<file path="config.mk">
export PLATFORM = sky130hd
export DESIGN_NAME = synth_div_cfg
export DESIGN_NICKNAME = d
export VERILOG_FILES = /design/src/rtl/synth_div_cfg_pkg.sv /design/src/rtl/cfg_serial_path.sv /design/src/rtl/cfg_parallel_path.sv /design/src/rtl/cfg_ratio_decode.sv /design/src/rtl/synth_div_cfg.sv
export SDC_FILE = /design/constraint.sdc
export NUM_CORES = 1
export LEC_CHECK = 0
export ABC_AREA = 1
export BUFFER_PORTS_ARGS = -buffer_cell sky130_fd_sc_hd__buf_4
export CAP_MARGIN = 20
export CORE_MARGIN = 3
export CORE_UTILIZATION = 25
export DETAILED_ROUTE_END_ITERATION = 6
export PLACE_DENSITY = 0.49
export SLEW_MARGIN = 25
export SYNTH_ARGS = -nofsm -noshare
export SYNTH_HDL_FRONTEND = slang
export SYNTH_SLANG_ARGS = --single-unit
</file>
<file path="constraint.sdc">
create_clock -name clk -period 1.6 [get_ports clk]
set_clock_uncertainty 0.2 [all_clocks]
set_input_delay 0.08 -clock clk [delete_from_list [all_inputs] [get_ports clk]]
set_output_delay 0.08 -clock clk [all_outputs]
set_load 0.005 [all_outputs]
</file>
<file path="src/rtl/synth_div_cfg_pkg.sv">
package synth_div_cfg_pkg;
   localparam int CODE_W  = 2;
   localparam int RATIO_W = 4;

   // Post-divider code to divide ratio: 00->2, 01->4, 10->8, 11->1
   function automatic logic [RATIO_W-1:0] code_to_ratio(input logic [CODE_W-1:0] code);
      logic [RATIO_W-1:0] r;
      case (code)
         2'b00:   r = RATIO_W'(2);
         2'b01:   r = RATIO_W'(4);
         2'b10:   r = RATIO_W'(8);
         default: r = RATIO_W'(1);
      endcase
      return r;
   endfunction
endpackage

</file>
<file path="src/rtl/cfg_serial_path.sv">
module cfg_serial_path #(
   parameter int T_W = 3,
   parameter int N_W = 2,
   parameter int M_W = 7
) (
   input  logic           clk,
   input  logic           rst_n,
   input  logic           par_load,
   input  logic           ser_clk,
   input  logic           ser_data,
   input  logic           ser_load,
   output logic           xfer,
   output logic [N_W-1:0] word_n,
   output logic [M_W-1:0] word_m,
   output logic [T_W-1:0] t_out
);
   localparam int SH_W = T_W + N_W + M_W;

   logic            sclk_q, sload_q;
   logic [SH_W-1:0] shreg, shreg_nxt;
   logic [T_W-1:0]  t_q;
   logic            shift_en;

   assign shift_en = par_load && ser_clk && !sclk_q;
   assign xfer     = par_load && ser_load && !sload_q;

   // One stage per bit: bit 0 takes the new data, the rest move up
   for (genvar i = 0; i < SH_W; i++) begin : g_stage
      if (i == 0) begin : g_head
         assign shreg_nxt[i] = ser_data;
      end else begin : g_body
         assign shreg_nxt[i] = shreg[i-1];
      end
   end

   always_ff @(posedge clk or negedge rst_n) begin
      if (!rst_n) begin
         sclk_q  <= 1'b0;
         sload_q <= 1'b0;
         shreg   <= '0;
         t_q     <= '0;
      end else begin
         sclk_q  <= ser_clk;
         sload_q <= ser_load;
         if (shift_en) shreg <= shreg_nxt;
         if (xfer)     t_q   <= shreg[SH_W-1 -: T_W];
      end
   end

   assign word_n = shreg[M_W +: N_W];
   assign word_m = shreg[M_W-1:0];
   assign t_out  = t_q;

   AST_SER_IGNORED: assert property (@(posedge clk) disable iff (!rst_n)
      !par_load |=> ($stable(shreg) && $stable(t_q)));
   AST_SHIFT_IN: assert property (@(posedge clk) disable iff (!rst_n)
      (par_load && ser_clk && !sclk_q) |=> (shreg[0] == $past(ser_data)));
   AST_SHIFT_MOVE: assert property (@(posedge clk) disable iff (!rst_n)
      (par_load && ser_clk && !sclk_q) |=> (shreg[SH_W-1:1] == $past(shreg[SH_W-2:0])));
endmodule

</file>
<file path="src/rtl/cfg_parallel_path.sv">
module cfg_parallel_path #(
   parameter int             M_W   = 7,
   parameter int             N_W   = 2,
   parameter logic [M_W-1:0] M_RST = M_W'(25),
   parameter logic [N_W-1:0] N_RST = '0
) (
   input  logic           clk,
   input  logic           rst_n,
   input  logic           par_load,
   input  logic [M_W-1:0] m_in,
   input  logic [N_W-1:0] n_in,
   input  logic           xfer,
   input  logic [M_W-1:0] ser_m,
   input  logic [N_W-1:0] ser_n,
   output logic [M_W-1:0] m_out,
   output logic [N_W-1:0] n_out
);
   logic           par_q;
   logic [M_W-1:0] m_hold;
   logic [N_W-1:0] n_hold;
   logic           capture;

   // Capture while transparent and on the first edge seen high
   assign capture = !par_load || !par_q;

   always_ff @(posedge clk or negedge rst_n) begin
      if (!rst_n) begin
         par_q  <= 1'b1;
         m_hold <= M_RST;
         n_hold <= N_RST;
      end else begin
         par_q <= par_load;
         if (capture) begin
            m_hold <= m_in;
            n_hold <= n_in;
         end else if (xfer) begin
            m_hold <= ser_m;
            n_hold <= ser_n;
         end
      end
   end

   assign m_out = par_load ? m_hold : m_in;
   assign n_out = par_load ? n_hold : n_in;

   AST_HOLD_STABLE: assert property (@(posedge clk) disable iff (!rst_n)
      (par_load && par_q && !xfer) |=> ($stable(m_hold) && $stable(n_hold)));
   AST_CAPTURE: assert property (@(posedge clk) disable iff (!rst_n)
      (par_load && !par_q) |=> (m_hold == $past(m_in) && n_hold == $past(n_in)));
   AST_XFER_LOAD: assert property (@(posedge clk) disable iff (!rst_n)
      (par_load && par_q && xfer) |=> (m_hold == $past(ser_m) && n_hold == $past(ser_n)));
endmodule

</file>
<file path="src/rtl/cfg_ratio_decode.sv">
module cfg_ratio_decode
   import synth_div_cfg_pkg::*;
#(
   parameter int  N_W        = 2,
   parameter int  R_W        = 4,
   parameter bit  USE_LOOKUP = 1'b1
) (
   input  logic [N_W-1:0] code,
   output logic [R_W-1:0] ratio
);
   if (USE_LOOKUP) begin : g_lookup
      assign ratio = R_W'(code_to_ratio(code));
   end else begin : g_shift
      // 00,01,10 -> 1 << (code+1); 11 -> 1
      assign ratio = (code == '1) ? R_W'(1) : R_W'(1) << (code + 1'b1);
   end

   always_comb begin
      AST_RATIO_ONEHOT: assert ($onehot(ratio));
   end
endmodule

</file>
<file path="src/rtl/synth_div_cfg.sv">
module synth_div_cfg
   import synth_div_cfg_pkg::*;
#(
   parameter int             M_W   = 7,
   parameter int             N_W   = 2,
   parameter int             T_W   = 3,
   parameter logic [M_W-1:0] M_RST = M_W'(25),
   parameter logic [N_W-1:0] N_RST = '0
) (
   input  logic               clk,
   input  logic               rst_n,
   input  logic               par_load,
   input  logic [M_W-1:0]     m_in,
   input  logic [N_W-1:0]     n_in,
   input  logic               ser_clk,
   input  logic               ser_data,
   input  logic               ser_load,
   output logic [M_W-1:0]     m_out,
   output logic [N_W-1:0]     n_out,
   output logic [RATIO_W-1:0] div_ratio,
   output logic [T_W-1:0]     t_out
);
   localparam int SH_W = T_W + N_W + M_W;

   if (N_W != CODE_W) begin : g_bad_nw
      $error("synth_div_cfg: N_W must equal the decoder code width");
   end
   if (SH_W != 12) begin : g_bad_sh
      $error("synth_div_cfg: serial word must be 12 bits");
   end

   logic           xfer;
   logic [N_W-1:0] ser_n;
   logic [M_W-1:0] ser_m;

   cfg_serial_path #(.T_W(T_W), .N_W(N_W), .M_W(M_W)) u_ser (
      .clk(clk), .rst_n(rst_n), .par_load(par_load),
      .ser_clk(ser_clk), .ser_data(ser_data), .ser_load(ser_load),
      .xfer(xfer), .word_n(ser_n), .word_m(ser_m), .t_out(t_out)
   );

   cfg_parallel_path #(.M_W(M_W), .N_W(N_W), .M_RST(M_RST), .N_RST(N_RST)) u_par (
      .clk(clk), .rst_n(rst_n), .par_load(par_load),
      .m_in(m_in), .n_in(n_in), .xfer(xfer), .ser_m(ser_m), .ser_n(ser_n),
      .m_out(m_out), .n_out(n_out)
   );

   cfg_ratio_decode #(.N_W(N_W), .R_W(RATIO_W)) u_dec (
      .code(n_out), .ratio(div_ratio)
   );

   AST_TRANSPARENT: assert property (@(posedge clk) disable iff (!rst_n)
      !par_load |-> (m_out == m_in && n_out == n_in));
   AST_SHIFT_ONLY: assert property (@(posedge clk) disable iff (!rst_n)
      (par_load && $past(par_load) && !ser_load) |=> ($stable(m_out) || !par_load));
endmodule

</file>
==> impl_metrics.yaml, run 1 <==
timing:
  fin_crit_ps: 1480
  setup_tns_ps: 0
  fmax_ghz: 0.677
  hold_viol: 0
  post-route-period-util_pct: 92.3
  tightestPinTransition_ps: 363
  rsz0062_at_grt: "no"
  slew_violations: 0
  maxSlewHeadroom_pct: 75.8
  setup_violations: 0
floorplan:
  die_h_um: 78.3
  start_util_pct: 26.7
  row_count: 25
  fp.dieArea_mm2: 0.00612
  die_w_um: 78.3
  coreArea_mm2: 0.00488
  io_pins: 31
worst_setup_path:
  setup.worst_path.end_class: "primary output"
  cp.required_ps: 1320
  cp_slowest_cell: "dlygate4sd3_1"
  crit_path_max_fanout: 3
  crit_top_cell: "buf_4"
  arrival_ps: 1200
  critPathKind: "in -> out"
  path_cells: "dlygate4sd3_1 > buf_4 > o21ai_0 > nor2_1 > buf_4"
  max_stage_delay_ps: 550
  critPathLaunchType: "input pin"
worst_hold_path:
  min_path_type: "in -> reg"
power:
  p_per_area_mw_per_mm2: 853
  p_leak_nw: 0.913
  ir_worst_vdd_mv: 0.270
  totalPowerFinal_w: 0.00152
route:
  viasPerCell: 4.09
  drt_iter0_drc: 119
  drtAntennaViolNets: 0
  drc: 0
  drt_pass1_iterations: 4
  vias: 1158
  wl_per_cell_um: 10.6
  routed_wl_mm: 3.00
finish:
  final_common_cell: "nand2_1"
  num-fill-cells: 543
  design_area_mm2: 0.00179
  num-nets-final: 232
  antennaDiodeCount: 0
  postLayoutCoreUtil_pct: 36.6
  syn_to_final_growth_pct: 36.9
  instances_no_fill: 283
  drive_above_1_share_pct: 22.2
  layout_common_cells: "nand2_1 (60), buf_4 (34), inv_1 (24)"
synth:
  synth_nets: 187
  synth.avg_cell_area_um2: 7.59
  synth_warnings: 0
  synth_seq_cells: 27
  syn_area_mm2: 0.00131
  synth_cell_types: 16
  synthCells: 172
  ys_seq_area_share_pct: 52.2
place:
  dpl.cell_count: 266
  globalplace.congestion: 0.786
  port_buffers: 30
  dp_hpwl_mm: 2.11
  dpl_cell_area_mm2: 0.00161
global_route:
  grt_first_pass_wirelength_mm: 5.15
  grt_max_degree: 28
  grt_usage_pct: 10.3
  antenna_found_initial: 0
  grt_pass1_vias: 1075
  grt_overflow_total: 0
clock_network:
  cts.clk_slew.worst_paths_ps: 90
  clkSinkCount: 27
  insertion_delay_ps: 270
  cts_root_buf: "clkbuf_8"
  tritoncts: "yes"
  clk_path_buf_depth: 2
  cts_buffers: 3
  h-tree-depth: 1
  ctsResizeCount: 0
outcome:
  status: "completed"
job:
  drv_cap: 0
==> power breakdown <==
group | internal, W | switching, W | total, W
sequential | 0.000771 | 0.0000559 | 0.000827
clock | 0.000178 | 0.000207 | 0.000385
combinational | 0.000155 | 0.000158 | 0.000313
total | 0.00110 | 0.000421 | 0.00152
==> area by class of cell <==
type | instances | area [um2] | share of cell area [%]
multi-input combinational | 112 | 494 | 27.7
clock buffer | 4 | 45.0 | 2.52
sequential | 27 | 681 | 38.1
tap | 67 | 83.8 | 4.69
inverter | 26 | 97.6 | 5.46
timing repair buffer | 47 | 385 | 21.6
==> kinds of logic (layout without fill, tap and decap cells) <==
kind of cell    Yosys count  count (layout)  share of synthesized area, %
simple gates             87              87                          27.7
flops                    27              27                          52.2
compound gates           25              25                          10.2
buf+inv                  33              77                          9.97
==> worst paths after layout <==
| check | startpoint | end | slack, ps | depth (start not counted) |
|---|---|---|---|---|
| max | n_in[1] | div_ratio[0] | 120 | 5 |
| min | par_load | u_par.par_q | 7 | 2 |
| max reg2reg | u_par.par_q | u_par.n_hold[1] | 210 | 5 |
| min reg2reg | u_par.m_hold[3] | u_par.m_hold[3] | 290 | 2 |
| max in group asynchronous | rst_n | u_par.m_hold[0] | 830 | 2 |
| min in group asynchronous | rst_n | u_ser.shreg[5] | 50 | 2 |
==> state kept, by name, summed over array words and instances (netlist names) <==
register       flops
u_par.par_q        1
u_ser.t_out        3
u_par.m_hold       7
u_ser.shreg       12
u_ser.sclk_q       1
u_ser.sload_q      1
u_par.n_hold       2
==> synth_stat cells <==
cell	number	area [um2]
a21oi_2	1	8.76
dfrtp_1	23	576
o21ai_2	1	8.76
o21ai_1	1	5.00
nor2_1	5	18.8
nand3_1	19	95.1
buf_2	5	25.0
nand3_2	1	10.0
nand2_1	60	225
clkbuf_1	1	3.75
buf_1	1	3.75
inv_2	2	7.51
inv_1	24	90.1
nand2_2	2	12.5
o21ai_0	22	110
dfstp_2	4	105
==> stage by stage <==
| step | hold WS, ps | setup WS [ps] |
|---|---|---|
| floorplan | -416 | 133 |
| global placement | -179 | 248 |
| detailed placement | -177 | 217 |
| CTS | 10.3 | 128 |
| global route | 13.6 | 14.6 |
| finish | 6.54 | 123 |
==> metal layers <==
metal  wire, um  vias to the layer above  GRT usage (%)
met2       1220                       25           15.5
li1           -                      622              -
met1       1630                      507           14.9
met3        117                        4           1.83
met5          0                        -              0
met4         29                        0           3.67
==> critical path: cells and delay by family <==
kind | cells | cell delay (ps)
buffers and inverters | 3 | 840
AOI/OAI and AO/OA | 1 | 200
and+or+nand+nor | 1 | 80
==> timing repair <==
item                                    in CTS  in global routing
hold endpoints to repair                    39                  0
endpoints found under the setup margin       0                  0
hold buffers                                13                  0
setup buffers                                0                  0
No activity file was read; power rests on OpenSTA's default activity.
==> run 2: changes to the inputs <==
SYNTH_HIERARCHICAL = 1   (was default)
==> run 2 against run 1 <==
First-iteration DRC count is 61% lower. Die area is 9.8% higher. Via count is 4.5% higher. Total power is 1.3% lower. Clock-buffer cell count stayed put. Clock power hardly changed. Sequential power hardly changed. Non-clock buffer count is 2 lower. Highest routed layer unchanged. Combinational power is 5% lower. Setup slack worse by 2.6 ps.
==> impl_metrics.yaml, run 2 <==
outcome:
  status: "completed"
clock_network:
  clk_path_buf_depth: 2
  h-tree-depth: 1
  post-cts-setup-buffers: 0
  insertion_delay_ps: 270
  cts.clk_slew.worst_paths_ps: 90
  cts_buffers: 3
  tritoncts: "yes"
  clkSinkCount: 27
  cts_root_buf: "clkbuf_8"
worst_setup_path:
  arrival_ps: 1200
  critPathLaunchType: "flip-flop"
  setup.worst_path.end_class: "primary output"
  cp.required_ps: 1320
  max_stage_delay_ps: 390
  path_cells: "nand2_1 > o21ai_0 > inv_1 > nor2_1 > buf_4"
  critPathKind: "reg -> out"
  reg2reg_slack_ps: 230
  cp_slowest_cell: "dfrtp_1"
  crit_path_max_fanout: 5
global_route:
  grt_pass1_vias: 1139
  grt_max_degree: 28
  antenna_found_initial: 0
  grt_usage_pct: 9.73
  grt_first_pass_wirelength_mm: 5.14
  grt_overflow_total: 0
floorplan:
  row_count: 27
  coreArea_mm2: 0.00554
  io_pins: 31
  fp.dieArea_mm2: 0.00672
  start_util_pct: 26.1
  die_h_um: 82.0
  die_w_um: 82.0
synth:
  ys.flop_type: "dfrtp_1"
  yosys.area.top_type: "dfrtp_1"
  synth_top_area_share_pct: 39.9
  synth_common_cells: "nand2_1 (94), dfrtp_1 (23), nand4_1 (15)"
  ys_seq_area_share_pct: 47.1
  synthTopCellsByArea: "dfrtp_1 (40%), nand2_1 (24%), dfstp_2 (7.3%), nand4_1 (6.5%), buf_4 (5.2%)"
  synth_edf_count: 0
  synth_seq_cells: 27
  synth_nets: 201
  synth_top_family_by_area: "simple AND/OR/NAND/NOR gates"
  synth_cell_types: 16
  synth-adder-area-share_pct: 0
  synthSimpleGateAreaFrac_pct: 35.4
  synth_xor_xnor_area_share_pct: 0
  synth_warnings: 6
  syn_area_mm2: 0.00144
  synthCells: 186
  yosysMostFrequentCell: "nand2_1"
  muxShareOfSynthArea_pct: 0
  synth_compound_area_share_pct: 3.12
  synth.avg_cell_area_um2: 7.76
  async_reset_ff_share_pct: 100
route:
  drt_iter0_drc: 46
  viasPerCell: 4.16
  drtAntennaViolNets: 0
  vias: 1210
  drc: 0
  routed_wl_mm: 3.05
  drt_pass1_iterations: 4
  wl_per_cell_um: 10.5
timing:
  post-route-period-util_pct: 92.5
  hold_viol: 0
  setup_tns_ps: 0
  rsz0062_at_grt: "no"
  slew_violations: 0
  maxSlewHeadroom_pct: 66.5
  fmax_ghz: 0.676
  fin_crit_ps: 1480
  setup_violations: 0
  tightestPinTransition_ps: 497
power:
  p_leak_nw: 0.964
  p_per_area_mw_per_mm2: 823
  ir_worst_vdd_mv: 0.298
finish:
  postLayoutCoreUtil_pct: 33.0
  syn_to_final_growth_pct: 26.6
  antennaDiodeCount: 0
  largest_reg_flops: 12
  largest-register: "u_ser/shreg"
  drive_above_1_share_pct: 21.5
  num-nets-final: 235
  layout_common_cells: "nand2_1 (94), buf_4 (32), dfrtp_1 (23)"
  final_common_cell: "nand2_1"
place:
  globalplace.congestion: 0.672
  port_buffers: 30
  dp_hpwl_mm: 2.08
job:
  drv_cap: 0
worst_hold_path:
  min_path_type: "in -> reg"
## run 2: cell count changes after synthesis, moves of 2 or more
cell / previous run / this run
o21ai_0: 22 / 9
inv_1: 24 / 14
buf_2: 5 / 3
nand3_1: 19 / 1
nand4_1: 0 / 15
buf_4: 0 / 10
nand2_2: 2 / 0
nor2_1: 5 / 3
nand2_1: 60 / 94
buf_6: 0 / 5
## run 2: final cells by class
cell class              instances  area, um2
repair buffers                 45        370
inverters                      16       63.8
well taps                      72       90.1
flip-flops and latches         27        681
repair inverters                1       5.00
multi-input cells             126        573
clock buffers                   4       45.0
fillers                       612       3710
## run 2: cells by family after synthesis
| kind of cell | after synthesis |
|---|---|
| buf+inv | 34 |
| flops | 27 |
| compound gates | 9 |
| simple gates | 116 |
## run 2: layer usage
layer  GRT usage (%)  part of all wire [%]
met2            16.5                    44
met5               0                     0
met4            3.49                   1.1
met1            12.1                    49
met3            2.08                   5.6
## run 2: what timing repair did
action | CTS | global route
gates resized for setup | 0 | 3
endpoints found under the setup margin | 0 | 3
endpoints found under the hold margin | 53 | 0
hold buffers | 13 | 0
## run 2: where the power goes
group          total, W  internal [W]  switching, W  leakage, nW
combinational  0.000298      0.000142      0.000155        0.603
sequential     0.000824      0.000766     0.0000579        0.338
clock          0.000383      0.000178      0.000205       0.0228
total           0.00150       0.00109      0.000418        0.964
## run 2: worst max-delay path, delay by kind of cell, from the launching register on
kind,cells,cell delay [ps]
flops,1,390
buf+inv,2,250
compound gates,1,180
simple gates,2,100
## run 2: per-stage QoR
step                hold WS, ps  total power [W]  worst slack, ps  instances  instance area [um2]
floorplan                  -416          0.00104              303        186                 1440
global placement           -182          0.00111              208        272                 1630
detailed placement         -184          0.00111              165        272                 1630
CTS                        27.8          0.00152              112        289                 1800
global route               40.3          0.00161             7.12        291                 1830
finish                     31.2          0.00150              120        291                 1830
## run 2: path summary, 6_finish.rpt
check                                start         endpoint  cells past startpoint
setup / recovery           u_par/n_hold[1]     div_ratio[3]                      5
hold / removal                    par_load      u_par/par_q                      2
setup reg to reg             u_ser/sload_q  u_par/m_hold[1]                      7
hold reg to reg            u_par/m_hold[0]  u_par/m_hold[0]                      2
max in group asynchronous            rst_n      u_par/par_q                      2
min in group asynchronous            rst_n  u_par/n_hold[0]                      2
==> run 3: changes to the inputs <==
REMOVE_ABC_BUFFERS = 1   (was default)
==> run 3 against run 2 <==
Register-to-register slack got worse by 30 ps. Via count increased by 1.4%. Flip-flop and latch count unchanged. First-iteration DRC count increased by 89%. Critical path depth increased by 3. Non-clock buffer count unchanged. Worst hold slack improved by 24 ps. Die area unchanged. Fmax decreased by 0.62%. Critical endpoint is now u_par/m_hold[2].
==> impl_metrics.yaml, run 3 (synthesized netlist as in run 2, its figures left out) <==
place:
  globalplace.congestion: 0.718
  port_buffers: 30
  dpl.cell_count: 271
  dp_hpwl_mm: 2.06
worst_setup_path:
  cp_slowest_cell: "dlygate4sd3_1"
  critPathKind: "in -> reg"
  cp.required_ps: 1560
  crit_family: "buffers and inverters"
  max_stage_delay_ps: 540
  path_cells: "dlygate4sd3_1 > buf_4 > nand3_2 > clkinvlp_4 > nand2_1 > nand2_1 > nand2_1 > nand2_1"
  crit_path_max_fanout: 5
  crit_buf_inv: 3
  arrival_ps: 1450
  setup.worst_path.end_class: "flip-flop"
  crit_top_cell: "nand2_1"
  critPathLaunchType: "input pin"
finish:
  largest_reg_flops: 12
  num-fill-cells: 624
  instances_no_fill: 290
  register_area_um2: 681
  largest-register: "u_ser/shreg"
  multi_input_area_um2: 562
  antennaDiodeCount: 0
  syn_to_final_growth_pct: 26.2
  num-nets-final: 234
  drive_above_1_share_pct: 20.6
  layout_common_cells: "nand2_1 (94), buf_4 (31), dfrtp_1 (23)"
  final_common_cell: "nand2_1"
route:
  viasPerCell: 4.23
  routed_wl_mm: 3.05
  drtAntennaViolNets: 0
  wl_met1_mm: 1.54
  route.met2.wl_mm: 1.31
  wl_per_cell_um: 10.5
  vias: 1227
  drt_iter0_drc: 87
  wl_met3_um: 185
  topRoutingLayerUsed: "met4"
  drc: 0
  drt_pass1_iterations: 4
global_route:
  grt_usage_pct: 9.53
  grt_overflow_total: 0
  grt_max_degree: 28
  grt_first_pass_wirelength_mm: 5.06
  grt_pass1_vias: 1116
  antenna_found_initial: 0
power:
  p_leak_nw: 0.961
  ir_worst_vdd_mv: 0.398
  totalPowerFinal_w: 0.00149
  p_per_area_mw_per_mm2: 820
clock_network:
  cts_root_buf: "clkbuf_8"
  insertion_delay_ps: 260
  h-tree-depth: 1
  cts_buffers: 3
  clk_path_buf_depth: 2
  cts.clk_slew.worst_paths_ps: 90
  clkSinkCount: 27
  tritoncts: "yes"
worst_hold_path:
  min_path_type: "in -> async"
timing:
  tightestPinTransition_ps: 468
  rsz0062_at_grt: "no"
  post-route-period-util_pct: 93.1
  fin_crit_ps: 1490
  setup_tns_ps: 0
  setup_violations: 0
  hold_viol: 0
  maxSlewHeadroom_pct: 68.5
  slew_violations: 0
  timing.hold.ws_ps: 55.5
  fmax_ghz: 0.672
floorplan:
  fp.dieArea_mm2: 0.00672
  die_h_um: 82.0
  row_count: 27
  coreArea_mm2: 0.00554
  io_pins: 31
  die_w_um: 82.0
  start_util_pct: 26.1
outcome:
  status: "completed"
job:
  drv_cap: 0
-- run 3: area by class of cell --
class	instances	share of cell area (%)
repair buffers	45	20.5
flip-flops and latches	27	37.4
well taps	72	4.95
multi-input cells	125	30.8
repair inverters	1	0.412
inverters	16	3.50
clock buffers	4	2.47
-- run 3: power breakdown --
| group | leakage [nW] | internal, W | switching (W) |
|---|---|---|---|
| combinational | 0.600 | 0.000142 | 0.000155 |
| sequential | 0.338 | 0.000766 | 0.0000559 |
| clock | 0.0228 | 0.000178 | 0.000196 |
| total | 0.961 | 0.00109 | 0.000407 |
-- run 3: per-stage QoR --
| stage | area (um2) | utilization (%) | worst slack, ps |
|---|---|---|---|
| 3_3_place_gp | 1620 | 29.2 | 135 |
| 5_1_grt | 1820 | 32.9 | 11.6 |
| 2_1_floorplan | 1300 | - | 277 |
| 6_report | 1820 | 32.9 | 111 |
| 3_5_place_dp | 1620 | 29.2 | 83.3 |
| 4_1_cts | 1810 | 32.6 | 50.1 |
-- run 3: what timing repair did --
| item | in CTS | in global routing |
|---|---|---|
| setup endpoints to repair | 0 | 11 |
| hold endpoints to repair | 54 | 0 |
| hold buffers | 14 | 0 |
| resized for setup | 0 | 4 |
| setup buffers | 0 | 0 |
-- run 3: metal layers --
| layer | global-route usage, % | up-vias |
|---|---|---|
| met3 | 3.07 | 2 |
| met4 | 1.50 | 0 |
| met2 | 15.2 | 29 |
| li1 | - | 636 |
| met1 | 12.8 | 560 |
| met5 | 0 | - |
-- run 3: worst paths after layout --
kind / startpoint / endpoint / slack (ps) / depth (start not counted)
max: ser_load / u_par/m_hold[2] / 110 / 8
min: rst_n / u_ser/t_out[1] / 60 / 2
max reg2reg: u_ser/sload_q / u_par/m_hold[2] / 200 / 7
min reg2reg: u_par/m_hold[3] / u_par/m_hold[3] / 270 / 2
max in group asynchronous: rst_n / u_par/m_hold[0] / 840 / 2
min in group clk: par_load / u_ser/t_out[0] / 130 / 4
